### src/rtl/dirtrk_pkg.sv
// Package: shared request codes for the home-node directory tracker.
// Assumes: the requester drives one of these codes on req_op.
package dirtrk_pkg;
    typedef enum logic [1:0] {
        OP_READ        = 2'd0,
        OP_WRITE       = 2'd1,
        OP_EVICT_CLEAN = 2'd2,
        OP_EVICT_DIRTY = 2'd3
    } dir_op_e;
endpackage

### src/rtl/dir_entry_ram.sv
// dir_entry_ram: one directory entry per line (holder bitmap, modified flag,
// owner id). One combinational read port and one write port.
// Assumes: the controller writes at most one entry per cycle.
module dir_entry_ram #(
    parameter int NPROC  = 32,
    parameter int NLINES = 16,
    localparam int PW = $clog2(NPROC),
    localparam int LW = $clog2(NLINES)
) (
    input  logic             clk,
    input  logic             rst_n,
    input  logic [LW-1:0]    rd_line,
    output logic [NPROC-1:0] rd_sharers,
    output logic             rd_dirty,
    output logic [PW-1:0]    rd_owner,
    input  logic             wr_en,
    input  logic [LW-1:0]    wr_line,
    input  logic [NPROC-1:0] wr_sharers,
    input  logic             wr_dirty,
    input  logic [PW-1:0]    wr_owner
);
    logic [NPROC-1:0] sharers_q [NLINES];
    logic             dirty_q   [NLINES];
    logic [PW-1:0]    owner_q   [NLINES];

    for (genvar g = 0; g < NLINES; g++) begin : g_line
        // Purpose: hold and update the entry of line g.
        always_ff @(posedge clk) begin
            if (!rst_n) begin
                sharers_q[g] <= '0;
                dirty_q[g]   <= 1'b0;
                owner_q[g]   <= '0;
            end else if (wr_en && wr_line == LW'(g)) begin
                sharers_q[g] <= wr_sharers;
                dirty_q[g]   <= wr_dirty;
                owner_q[g]   <= wr_owner;
            end
        end
    end

    // Purpose: present the addressed entry.
    always_comb begin
        rd_sharers = sharers_q[rd_line];
        rd_dirty   = dirty_q[rd_line];
        rd_owner   = owner_q[rd_line];
    end

    AST_DIRTY_ONE_HOLDER: assert property (@(posedge clk) disable iff (!rst_n)
        wr_en && wr_dirty |-> $countones(wr_sharers) <= 1);
endmodule

### src/rtl/dir_ack_tracker.sv
// dir_ack_tracker: remembers which processors still owe an acknowledgement
// and flags the one that empties the set.
// Assumes: load only when nothing is outstanding; stray acks are dropped.
module dir_ack_tracker #(
    parameter int NPROC = 32,
    localparam int PW = $clog2(NPROC)
) (
    input  logic             clk,
    input  logic             rst_n,
    input  logic             load,
    input  logic [NPROC-1:0] load_mask,
    input  logic             ack_valid,
    input  logic [PW-1:0]    ack_src,
    output logic [NPROC-1:0] pending,
    output logic             last_ack
);
    logic [NPROC-1:0] ack_bit;

    // Purpose: decode the acknowledging processor and detect the final one.
    always_comb begin
        ack_bit  = NPROC'(1) << ack_src;
        last_ack = ack_valid && ((pending & ack_bit) != '0)
                   && ((pending & ~ack_bit) == '0);
    end

    // Purpose: load a new target set or retire an acknowledged processor.
    always_ff @(posedge clk) begin
        if (!rst_n)
            pending <= '0;
        else if (load)
            pending <= load_mask;
        else if (ack_valid)
            pending <= pending & ~ack_bit;
    end

    AST_LOAD_WHEN_EMPTY: assert property (@(posedge clk) disable iff (!rst_n)
        load |-> pending == '0);
endmodule

### src/rtl/dir_home_tracker.sv
// dir_home_tracker: home-node directory. Takes read/write/eviction requests,
// sends invalidates or forwards to recorded holders only, grants after all
// acknowledgements, refuses requests to the busy line.
// Assumes: one transaction in flight; message outputs are one-cycle pulses
// that the network always takes.
module dir_home_tracker #(
    parameter int NPROC  = 32,
    parameter int NLINES = 16,
    localparam int PW = $clog2(NPROC),
    localparam int LW = $clog2(NLINES)
) (
    input  logic             clk,
    input  logic             rst_n,
    input  logic             req_valid,
    output logic             req_ready,
    input  logic [1:0]       req_op,
    input  logic [LW-1:0]    req_line,
    input  logic [PW-1:0]    req_src,
    input  logic             ack_valid,
    input  logic [PW-1:0]    ack_src,
    output logic             snp_valid,
    output logic             snp_inval,
    output logic [NPROC-1:0] snp_mask,
    output logic [LW-1:0]    snp_line,
    output logic             gnt_valid,
    output logic [PW-1:0]    gnt_dst,
    output logic [LW-1:0]    gnt_line,
    output logic             nack_valid,
    output logic [PW-1:0]    nack_dst
);
    import dirtrk_pkg::*;

    logic          busy;
    logic [LW-1:0] b_line;
    logic [PW-1:0] b_src;
    logic          b_write;

    logic [LW-1:0]    rd_line;
    logic [NPROC-1:0] rd_sharers;
    logic             rd_dirty;
    logic [PW-1:0]    rd_owner;
    logic             wr_en;
    logic [NPROC-1:0] wr_sharers;
    logic             wr_dirty;
    logic [PW-1:0]    wr_owner;

    logic             load;
    logic [NPROC-1:0] load_mask;
    logic [NPROC-1:0] pending;
    logic             last_ack;

    logic             accept, start, start_inval, grant_now;
    logic [PW-1:0]    grant_dst;
    logic [LW-1:0]    grant_line;
    logic [NPROC-1:0] src_bit, owner_bit, targets;
    logic             foreign_dirty;
    dir_op_e          op;

    dir_entry_ram #(.NPROC(NPROC), .NLINES(NLINES)) u_ram (
        .clk(clk), .rst_n(rst_n),
        .rd_line(rd_line), .rd_sharers(rd_sharers), .rd_dirty(rd_dirty),
        .rd_owner(rd_owner),
        .wr_en(wr_en), .wr_line(busy ? b_line : req_line),
        .wr_sharers(wr_sharers), .wr_dirty(wr_dirty), .wr_owner(wr_owner)
    );

    dir_ack_tracker #(.NPROC(NPROC)) u_acks (
        .clk(clk), .rst_n(rst_n), .load(load), .load_mask(load_mask),
        .ack_valid(ack_valid), .ack_src(ack_src),
        .pending(pending), .last_ack(last_ack)
    );

    // Purpose: handshake and entry addressing.
    always_comb begin
        req_ready     = !busy || (req_line == b_line);
        accept        = req_valid && req_ready;
        rd_line       = busy ? b_line : req_line;
        op            = dir_op_e'(req_op);
        src_bit       = NPROC'(1) << req_src;
        owner_bit     = NPROC'(1) << rd_owner;
        foreign_dirty = rd_dirty && (rd_owner != req_src);
        targets       = (rd_sharers | (foreign_dirty ? owner_bit : '0)) & ~src_bit;
    end

    // Purpose: decide the entry update, message launch and grant this cycle.
    always_comb begin
        wr_en       = 1'b0;
        wr_sharers  = rd_sharers;
        wr_dirty    = rd_dirty;
        wr_owner    = rd_owner;
        start       = 1'b0;
        start_inval = 1'b0;
        load_mask   = '0;
        grant_now   = 1'b0;
        grant_dst   = req_src;
        grant_line  = req_line;
        if (busy) begin
            if (last_ack) begin
                wr_en      = 1'b1;
                grant_now  = 1'b1;
                grant_dst  = b_src;
                grant_line = b_line;
                if (b_write) begin
                    wr_sharers = NPROC'(1) << b_src;
                    wr_dirty   = 1'b1;
                    wr_owner   = b_src;
                end else begin
                    wr_sharers = rd_sharers | (NPROC'(1) << b_src);
                    wr_dirty   = 1'b0;
                end
            end
        end else if (accept) begin
            unique case (op)
                OP_READ: begin
                    if (foreign_dirty) begin
                        start     = 1'b1;
                        load_mask = owner_bit;
                    end else begin
                        wr_en      = 1'b1;
                        wr_sharers = rd_sharers | src_bit;
                        grant_now  = 1'b1;
                    end
                end
                OP_WRITE: begin
                    if (targets != '0) begin
                        start       = 1'b1;
                        start_inval = 1'b1;
                        load_mask   = targets;
                    end else begin
                        wr_en      = 1'b1;
                        wr_sharers = src_bit;
                        wr_dirty   = 1'b1;
                        wr_owner   = req_src;
                        grant_now  = 1'b1;
                    end
                end
                default: begin
                    wr_en      = 1'b1;
                    wr_sharers = rd_sharers & ~src_bit;
                    if (op == OP_EVICT_DIRTY && rd_dirty && rd_owner == req_src)
                        wr_dirty = 1'b0;
                    grant_now  = 1'b1;
                end
            endcase
        end
        load = start;
    end

    // Purpose: track the in-flight transaction.
    always_ff @(posedge clk) begin
        if (!rst_n) begin
            busy    <= 1'b0;
            b_line  <= '0;
            b_src   <= '0;
            b_write <= 1'b0;
        end else if (start) begin
            busy    <= 1'b1;
            b_line  <= req_line;
            b_src   <= req_src;
            b_write <= start_inval;
        end else if (busy && last_ack) begin
            busy <= 1'b0;
        end
    end

    // Purpose: register the message, grant and refusal pulses.
    always_ff @(posedge clk) begin
        if (!rst_n) begin
            snp_valid  <= 1'b0;
            snp_inval  <= 1'b0;
            snp_mask   <= '0;
            snp_line   <= '0;
            gnt_valid  <= 1'b0;
            gnt_dst    <= '0;
            gnt_line   <= '0;
            nack_valid <= 1'b0;
            nack_dst   <= '0;
        end else begin
            snp_valid  <= start;
            snp_inval  <= start_inval;
            snp_mask   <= load_mask;
            snp_line   <= req_line;
            gnt_valid  <= grant_now;
            gnt_dst    <= grant_dst;
            gnt_line   <= grant_line;
            nack_valid <= busy && accept;
            nack_dst   <= req_src;
        end
    end

    AST_SNP_SKIPS_REQUESTER: assert property (@(posedge clk) disable iff (!rst_n)
        snp_valid |-> busy && !snp_mask[b_src]);
    AST_SNP_MATCHES_PENDING: assert property (@(posedge clk) disable iff (!rst_n)
        snp_valid |-> snp_mask != '0 && pending == snp_mask);
    AST_NACK_ONLY_BUSY: assert property (@(posedge clk) disable iff (!rst_n)
        nack_valid |-> $past(busy));
    AST_BUSY_ENTRY_FROZEN: assert property (@(posedge clk) disable iff (!rst_n)
        busy && $past(busy) && $past(rst_n) |-> $stable(rd_sharers));
endmodule

### config.mk
export PLATFORM = sky130hd
export DESIGN_NAME = dir_home_tracker
export DESIGN_NICKNAME = d
export VERILOG_FILES = /design/src/rtl/dirtrk_pkg.sv /design/src/rtl/dir_entry_ram.sv /design/src/rtl/dir_ack_tracker.sv /design/src/rtl/dir_home_tracker.sv
export SDC_FILE = /design/constraint.sdc
export NUM_CORES = 1
export LEC_CHECK = 0
export ABC_CLOCK_PERIOD_IN_PS = 12000
export CORE_MARGIN = 1
export CORE_UTILIZATION = 35
export DETAILED_ROUTE_END_ITERATION = 8
export DONT_BUFFER_PORTS = 1
export GPL_TIMING_DRIVEN = 1
export RECOVER_POWER = 50
export SLEW_MARGIN = 25
export SYNTH_ARGS = -nofsm -noshare
export SYNTH_HDL_FRONTEND = slang
export SYNTH_HIERARCHICAL = 1
export SYNTH_SLANG_ARGS = --single-unit
export TNS_END_PERCENT = 50
### constraint.sdc
create_clock -name clk -period 12 [get_ports clk]
set_input_delay 1.2 -clock clk [delete_from_list [all_inputs] [get_ports clk]]
set_output_delay 1.2 -clock clk [all_outputs]
set_load 0.005 [all_outputs]
==> results of run 1 <==
## worst paths after layout
kind	startpoint	endpoint	cells after the start
max	busy	u_ram/sharers_q[4][9]	19
min	b_write	b_write	2
max reg2reg	busy	u_ram/sharers_q[4][9]	19
min reg2reg	b_write	b_write	2
## through the flow
stage	instance area, um2	util [%]
after floorplan	34820	-
after global placement	36220	36.80
after CTS	38910	39.54
final	38860	39.48
after global routing	38860	39.48
after detailed placement	36360	36.95
## per-layer routing
metal  wire (um)  GRT usage [%]  share of wire [%]  vias up
met1       44130          27.78                 41    11750
met5           0              0                  0        -
met4        4916          9.180                4.6        0
met2       50180          33.69                 47     1153
li1            -              -                  -    10130
met3        7680          3.267                7.2      239
## tightest hold or removal path, delay by kind of cell, from the launching register on
family         cells  cell delay (ns)
flip-flops         1             0.31
AO/OA/AOI/OAI      2             0.14
## flip-flops by register name, summed over array words and instances (netlist names), 5 cells and up
register         flops
u_ram/owner_q       80
snp_mask            32
nack_dst             5
b_src                5
u_ram/dirty_q       16
gnt_dst              5
u_acks/pending      32
u_ram/sharers_q    512
## where the power goes
group	leakage, uW	switching (uW)	internal (uW)
Sequential	0.00708	37.1	2760
Clock	0.00125	1010	1390
Combinational	0.00498	607	269
## cell type report
class / count / area [um2]
Clock inverter: 34 / 340.3
Timing Repair Buffer: 82 / 685.7
Fill cell: 9251 / 59560
Clock buffer: 106 / 2213
Tap cell: 1287 / 1610
Inverter: 17 / 63.81
Multi-Input combinational cell: 1797 / 13750
Sequential cell: 705 / 20190
## synthesized netlist by cell type (all sizes together), types with 10 or more instances
master | number | area share (%)
nand3b | 10 | 0.23
nor2b | 12 | 0.22
nand2b | 22 | 0.45
or2 | 11 | 0.20
a22oi | 82 | 1.8
clkbuf | 179 | 1.9
o22ai | 112 | 2.0
edfxtp | 607 | 52
o21ai | 134 | 1.9
nor3 | 12 | 0.17
mux4 | 153 | 9.9
inv | 16 | 0.17
nand2 | 174 | 1.9
nand4 | 26 | 0.47
o211ai | 21 | 0.45
a211oi | 13 | 0.28
a21boi | 31 | 0.67
buf | 83 | 1.4
and2 | 647 | 12
mux2i | 18 | 0.52
dfxtp | 98 | 5.6
nand3 | 62 | 0.91
nor2 | 83 | 0.89
a21oi | 45 | 0.65
## logic make-up after synthesis
| kind of cell | synth area share (%) |
|---|---|
| xor+xnor | 0.2264 |
| mux | 10.61 |
| simple gates | 18.01 |
| buf+inv | 3.511 |
| compound gates | 9.662 |
| flops | 57.98 |
==> impl_metrics.py, run 1 <==
metrics = {
    "status": {
        "status": "complete, but fails checks",
        "violations": "max-capacitance violations, max-slew violations",
    },
    "critical_path": {
        "worst-path-buf-inv": 4,
        "worstSetupEndpointType": "register",
        "r2r_setup_slack_ns": 1.99,
        "critPathKind": "reg -> reg",
        "cp_cell_sequence": "buf_4 -> mux2_8 -> buf_4 -> mux4_2 -> a22oi_1 -> nand2_1 -> nand4b_1 -> a311oi_1 -> o22ai_1 -> nand4_1 -> or4_1 -> o31ai_1 -> clkbuf_1 -> nand2_1 -> o21ai_0 -> nand4bb_1 -> nor2_1 -> buf_4 -> and2_1",
        "cpLargestDelayFamily": "simple AND/OR/NAND/NOR gates",
        "crit_path_frequent_cell": "buf_4",
        "max_stage_delay_ns": 1.23,
        "critPathMaxFanout": 75,
        "startpoint_type": "register",
        "crit_arrival_ns": 10.50,
        "cpMaxStageDelayCell": "nor2_1",
        "crit_required_ns": 12.49,
    },
    "logic_synthesis": {
        "synth-warning-count": 6,
        "yosysSeqAreaShare_pct": 57.98,
        "syn_area_per_cell_um2": 12.52,
        "synth.distinct_cells": 77,
        "synth_cells": 2781,
        "synth-seq-cells": 705,
        "synth_edf_count": 607,
        "synth-async-reset-ratio_pct": 0,
        "synthFlopType": "edfxtp_1",
        "synth_nets": 2801,
        "syn_area_um2": 34820,
    },
    "global_route": {
        "grt_pass1_wl_um": 157600,
        "gr-total-overflow": 0,
        "grt_usage_pct": 20.86,
        "antenna_found_initial": 0,
        "grt_max_degree": 92,
        "grt_pass1_vias": 22880,
    },
    "cells_and_area": {
        "drive_above_1_share_pct": 14.78,
        "mostFrequentLayoutCells": "edfxtp_1, and2_1, nand2_1, mux4_2, and2_0",
        "areaGrowthSynthToFinish_pct": 11.59,
        "fin_cells": 4028,
        "n_antenna_cell": 0,
        "nets": 2701,
        "mostFrequentLayoutCell": "edfxtp_1",
    },
    "run": {
        "cap_violations": 6,
    },
    "die": {
        "fp.dieH_um": 317.4,
        "die-area_um2": 100800,
        "start_util_pct": 35.38,
        "dieWidth_um": 317.4,
        "coreArea_um2": 98420,
        "boundaryPins": 75,
        "rows": 115,
    },
    "placed_design": {
        "pre_cts_slack_ns": 2.674,
        "dp_hpwl_um": 67520,
        "io_buffers": 0,
        "globalplace.congestion": 1.029,
        "placed_cells": 3885,
    },
    "hold_path": {
        "hp-class": "reg -> reg",
    },
    "routing": {
        "drcViolationCount": 0,
        "wire_per_inst_um": 26.54,
        "first_pass_iters": 7,
        "routed_wl_um": 106900,
        "ant_nets": 0,
        "via_count": 23280,
        "via_per_inst": 5.779,
        "initialDrtViolationCount": 3197,
    },
    "pwr": {
        "p_leak_uw": 0.01331,
        "peakVddDrop_uv": 99.69,
        "p_per_area_nw_per_um2": 156.3,
        "p_total_uw": 6074,
    },
    "sta": {
        "finalCritPeriodShare_pct": 83.44,
        "max_freq_mhz": 99.87,
        "skew_ns": 0.03153,
        "setup_viol": 0,
        "tns_ns": 0,
        "worstMarginPinSlew_ns": 2.473,
        "fin_crit_ns": 10.01,
        "final-hold-violation-count": 0,
        "hold_ws_ns": 0.4953,
        "setup_slack_ns": 1.987,
        "finalMaxSlewViolations": 169,
        "relSlewSlack_pct": -64.86,
        "rsz0062_at_grt": "no",
    },
    "cts": {
        "post_cts_resized": 0,
        "cts_root_buf": "clkbuf_16",
        "cts.clk_slew.worst_paths_ns": 0.06,
        "tritoncts": "done",
        "htree_levels": 3,
        "numCtsBuffers": 78,
        "clock_sinks": 705,
        "cts_setup_buffers": 0,
        "clkLatencyLatePin_ns": 0.64,
        "clockBufferDepth": 3,
        "hold_buffers": 0,
    },
}
Note: power is estimated with default switching activity, not from simulation.
==> run 2: changes to the inputs <==
ABC_CLOCK_PERIOD_IN_PS = 9050   (was 12000)
clock period = 9.05 ns   (was 12 ns; I/O delays follow)
==> run 2 against run 1 <==
Against the previous run: the flow still finishes with violations (max-capacitance violations, max-slew violations); non-clock buffer count is 10 higher; sequential power is 32% higher; sequential share of layout area hardly changed; clock skew is 0.0027 ns lower; largest power group unchanged.
==> impl_metrics.py, run 2 (synthesis gave the netlist of run 1 again) <==
metrics = {
    "pwr": {
        "peakVddDrop_uv": 133.6,
        "p_leak_uw": 0.01329,
        "p_per_area_nw_per_um2": 206.2,
    },
    "routing": {
        "routed_wl_um": 108300,
        "first_pass_iters": 6,
        "wire_per_inst_um": 26.80,
        "initialDrtViolationCount": 2897,
        "ant_nets": 0,
        "drcViolationCount": 0,
        "via_per_inst": 5.796,
        "via_count": 23430,
    },
    "cts": {
        "post_cts_resized": 0,
        "clkLatencyLatePin_ns": 0.64,
        "numCtsBuffers": 78,
        "tritoncts": "done",
        "cts_root_buf": "clkbuf_16",
        "cts.clk_slew.worst_paths_ns": 0.07,
        "clockBufferDepth": 3,
        "hold_buffers": 0,
        "cts_setup_buffers": 0,
        "htree_levels": 3,
        "clock_sinks": 705,
    },
    "sta": {
        "max_freq_mhz": 124.2,
        "finalCritPeriodShare_pct": 88.97,
        "setup_slack_ns": 0.9983,
        "tns_ns": 0,
        "rsz0062_at_grt": "no",
        "finalMaxSlewViolations": 44,
        "final-hold-violation-count": 0,
        "fin_crit_ns": 8.052,
        "relSlewSlack_pct": -9.438,
        "skew_ns": 0.02879,
        "worstMarginPinSlew_ns": 1.642,
        "setup_viol": 0,
    },
    "placed_design": {
        "io_buffers": 0,
        "dp_hpwl_um": 64740,
        "pre_cts_slack_ns": 1.490,
        "globalplace.congestion": 0.9781,
    },
    "die": {
        "dieWidth_um": 317.4,
        "fp.dieH_um": 317.4,
        "coreArea_um2": 98420,
        "die-area_um2": 100800,
        "start_util_pct": 35.38,
        "boundaryPins": 75,
        "rows": 115,
    },
    "hold_path": {
        "hp-class": "in -> reg",
        "min_from": "rst_n",
    },
    "cells_and_area": {
        "drive_above_1_share_pct": 15.21,
        "post-route-util_pct": 39.45,
        "largest_register": "u_ram/sharers_q",
        "mostFrequentLayoutCell": "edfxtp_1",
        "fillCellCount": 9243,
        "mostFrequentLayoutCells": "edfxtp_1, and2_1, and2_0, nand2_1, mux4_2",
        "top_regs": "u_ram/sharers_q (512), u_ram/owner_q (80)",
        "nets": 2711,
        "areaGrowthSynthToFinish_pct": 11.52,
        "largest_register_ffs": 512,
    },
    "global_route": {
        "grt_pass1_vias": 22670,
        "grt_pass1_wl_um": 158200,
        "grt_usage_pct": 21.09,
        "gr-total-overflow": 0,
        "grt_max_degree": 92,
        "antenna_found_initial": 3,
    },
    "critical_path": {
        "worstSetupEndpointType": "register",
        "crit-reg2reg-launch": "busy",
        "crit_path_frequent_cell": "nand2_1",
        "startpoint_type": "register",
        "crit_required_ns": 9.53,
        "critPathKind": "reg -> reg",
        "critPathMaxFanout": 70,
        "max_stage_delay_ns": 0.90,
        "crit_arrival_ns": 8.54,
        "cpMaxStageDelayCell": "clkbuf_2",
        "startpoint": "busy",
        "worst-path-buf-inv": 3,
        "cp_cell_sequence": "buf_4 -> mux2_8 -> mux4_2 -> a22oi_1 -> nand2_1 -> or4b_2 -> a211oi_1 -> o22ai_1 -> nand4_1 -> or4_1 -> o31ai_1 -> nand2_1 -> o21ai_0 -> clkbuf_1 -> nand4b_1 -> nor2_4 -> clkbuf_2 -> and2_0",
        "cpLargestDelayFamily": "simple AND/OR/NAND/NOR gates",
    },
    "status": {
        "status": "complete, but fails checks",
        "violations": "max-capacitance violations, max-slew violations",
    },
    "run": {
        "cap_violations": 1,
    },
}
==> run 2: cell count changes in the layout (fill, tap and decap cells not counted), moves of 4 or more <==
cell and delta:
buf_16 -4, and2_1 -45, buf_4 +13, a21oi_2 -5, a21oi_1 +6, clkbuf_2 +6
and2_0 +45
==> run 2: path summary, 6_finish.rpt <==
check             slack [ns]                     end  cells after the start
setup / recovery         1.0  u_ram/sharers_q[6][22]                     18
hold / removal          0.40      u_acks/pending[30]                      1
setup reg to reg         1.0  u_ram/sharers_q[6][22]                     18
hold reg to reg         0.49                 b_write                      2
==> run 2: metrics by stage <==
stage,hold WS (ns),area [um2],power (uW),instances
floorplan,0.4576,34820,4489,2781
global placement,0.4728,36350,4923,3897
detailed placement,0.4820,36390,4933,3898
CTS,0.3883,38900,8041,4042
global route,0.4005,38830,8248,4042
finish,0.4048,38830,8008,4043
==> run 2: cell type report <==
cell class / count / area [um2] / area share (%)
multi-input combinational: 1797 / 13770 / 35.47
inverter: 17 / 63.81 / 0.1643
clock inverter: 31 / 252.7 / 0.6509
timing repair buffer: 92 / 684.4 / 1.763
tap: 1287 / 1610 / 4.147
clock buffer: 113 / 2253 / 5.803
sequential: 705 / 20190 / 51.99
antenna: 1 / 2.502 / 0.006444
==> run 2: per-layer routing <==
layer / wire length [um] / track usage (%) / share of wire, %
met1: 44340 / 28.22 / 41
met4: 3507 / 6.828 / 3.2
met3: 8610 / 3.172 / 7.9
met5: 0 / 0 / 0
met2: 51880 / 35.14 / 48
==> run 2: power by group <==
part / switching, uW / internal (uW)
registers: 43.5 / 3660
clock network: 1300 / 1820
logic: 821 / 364
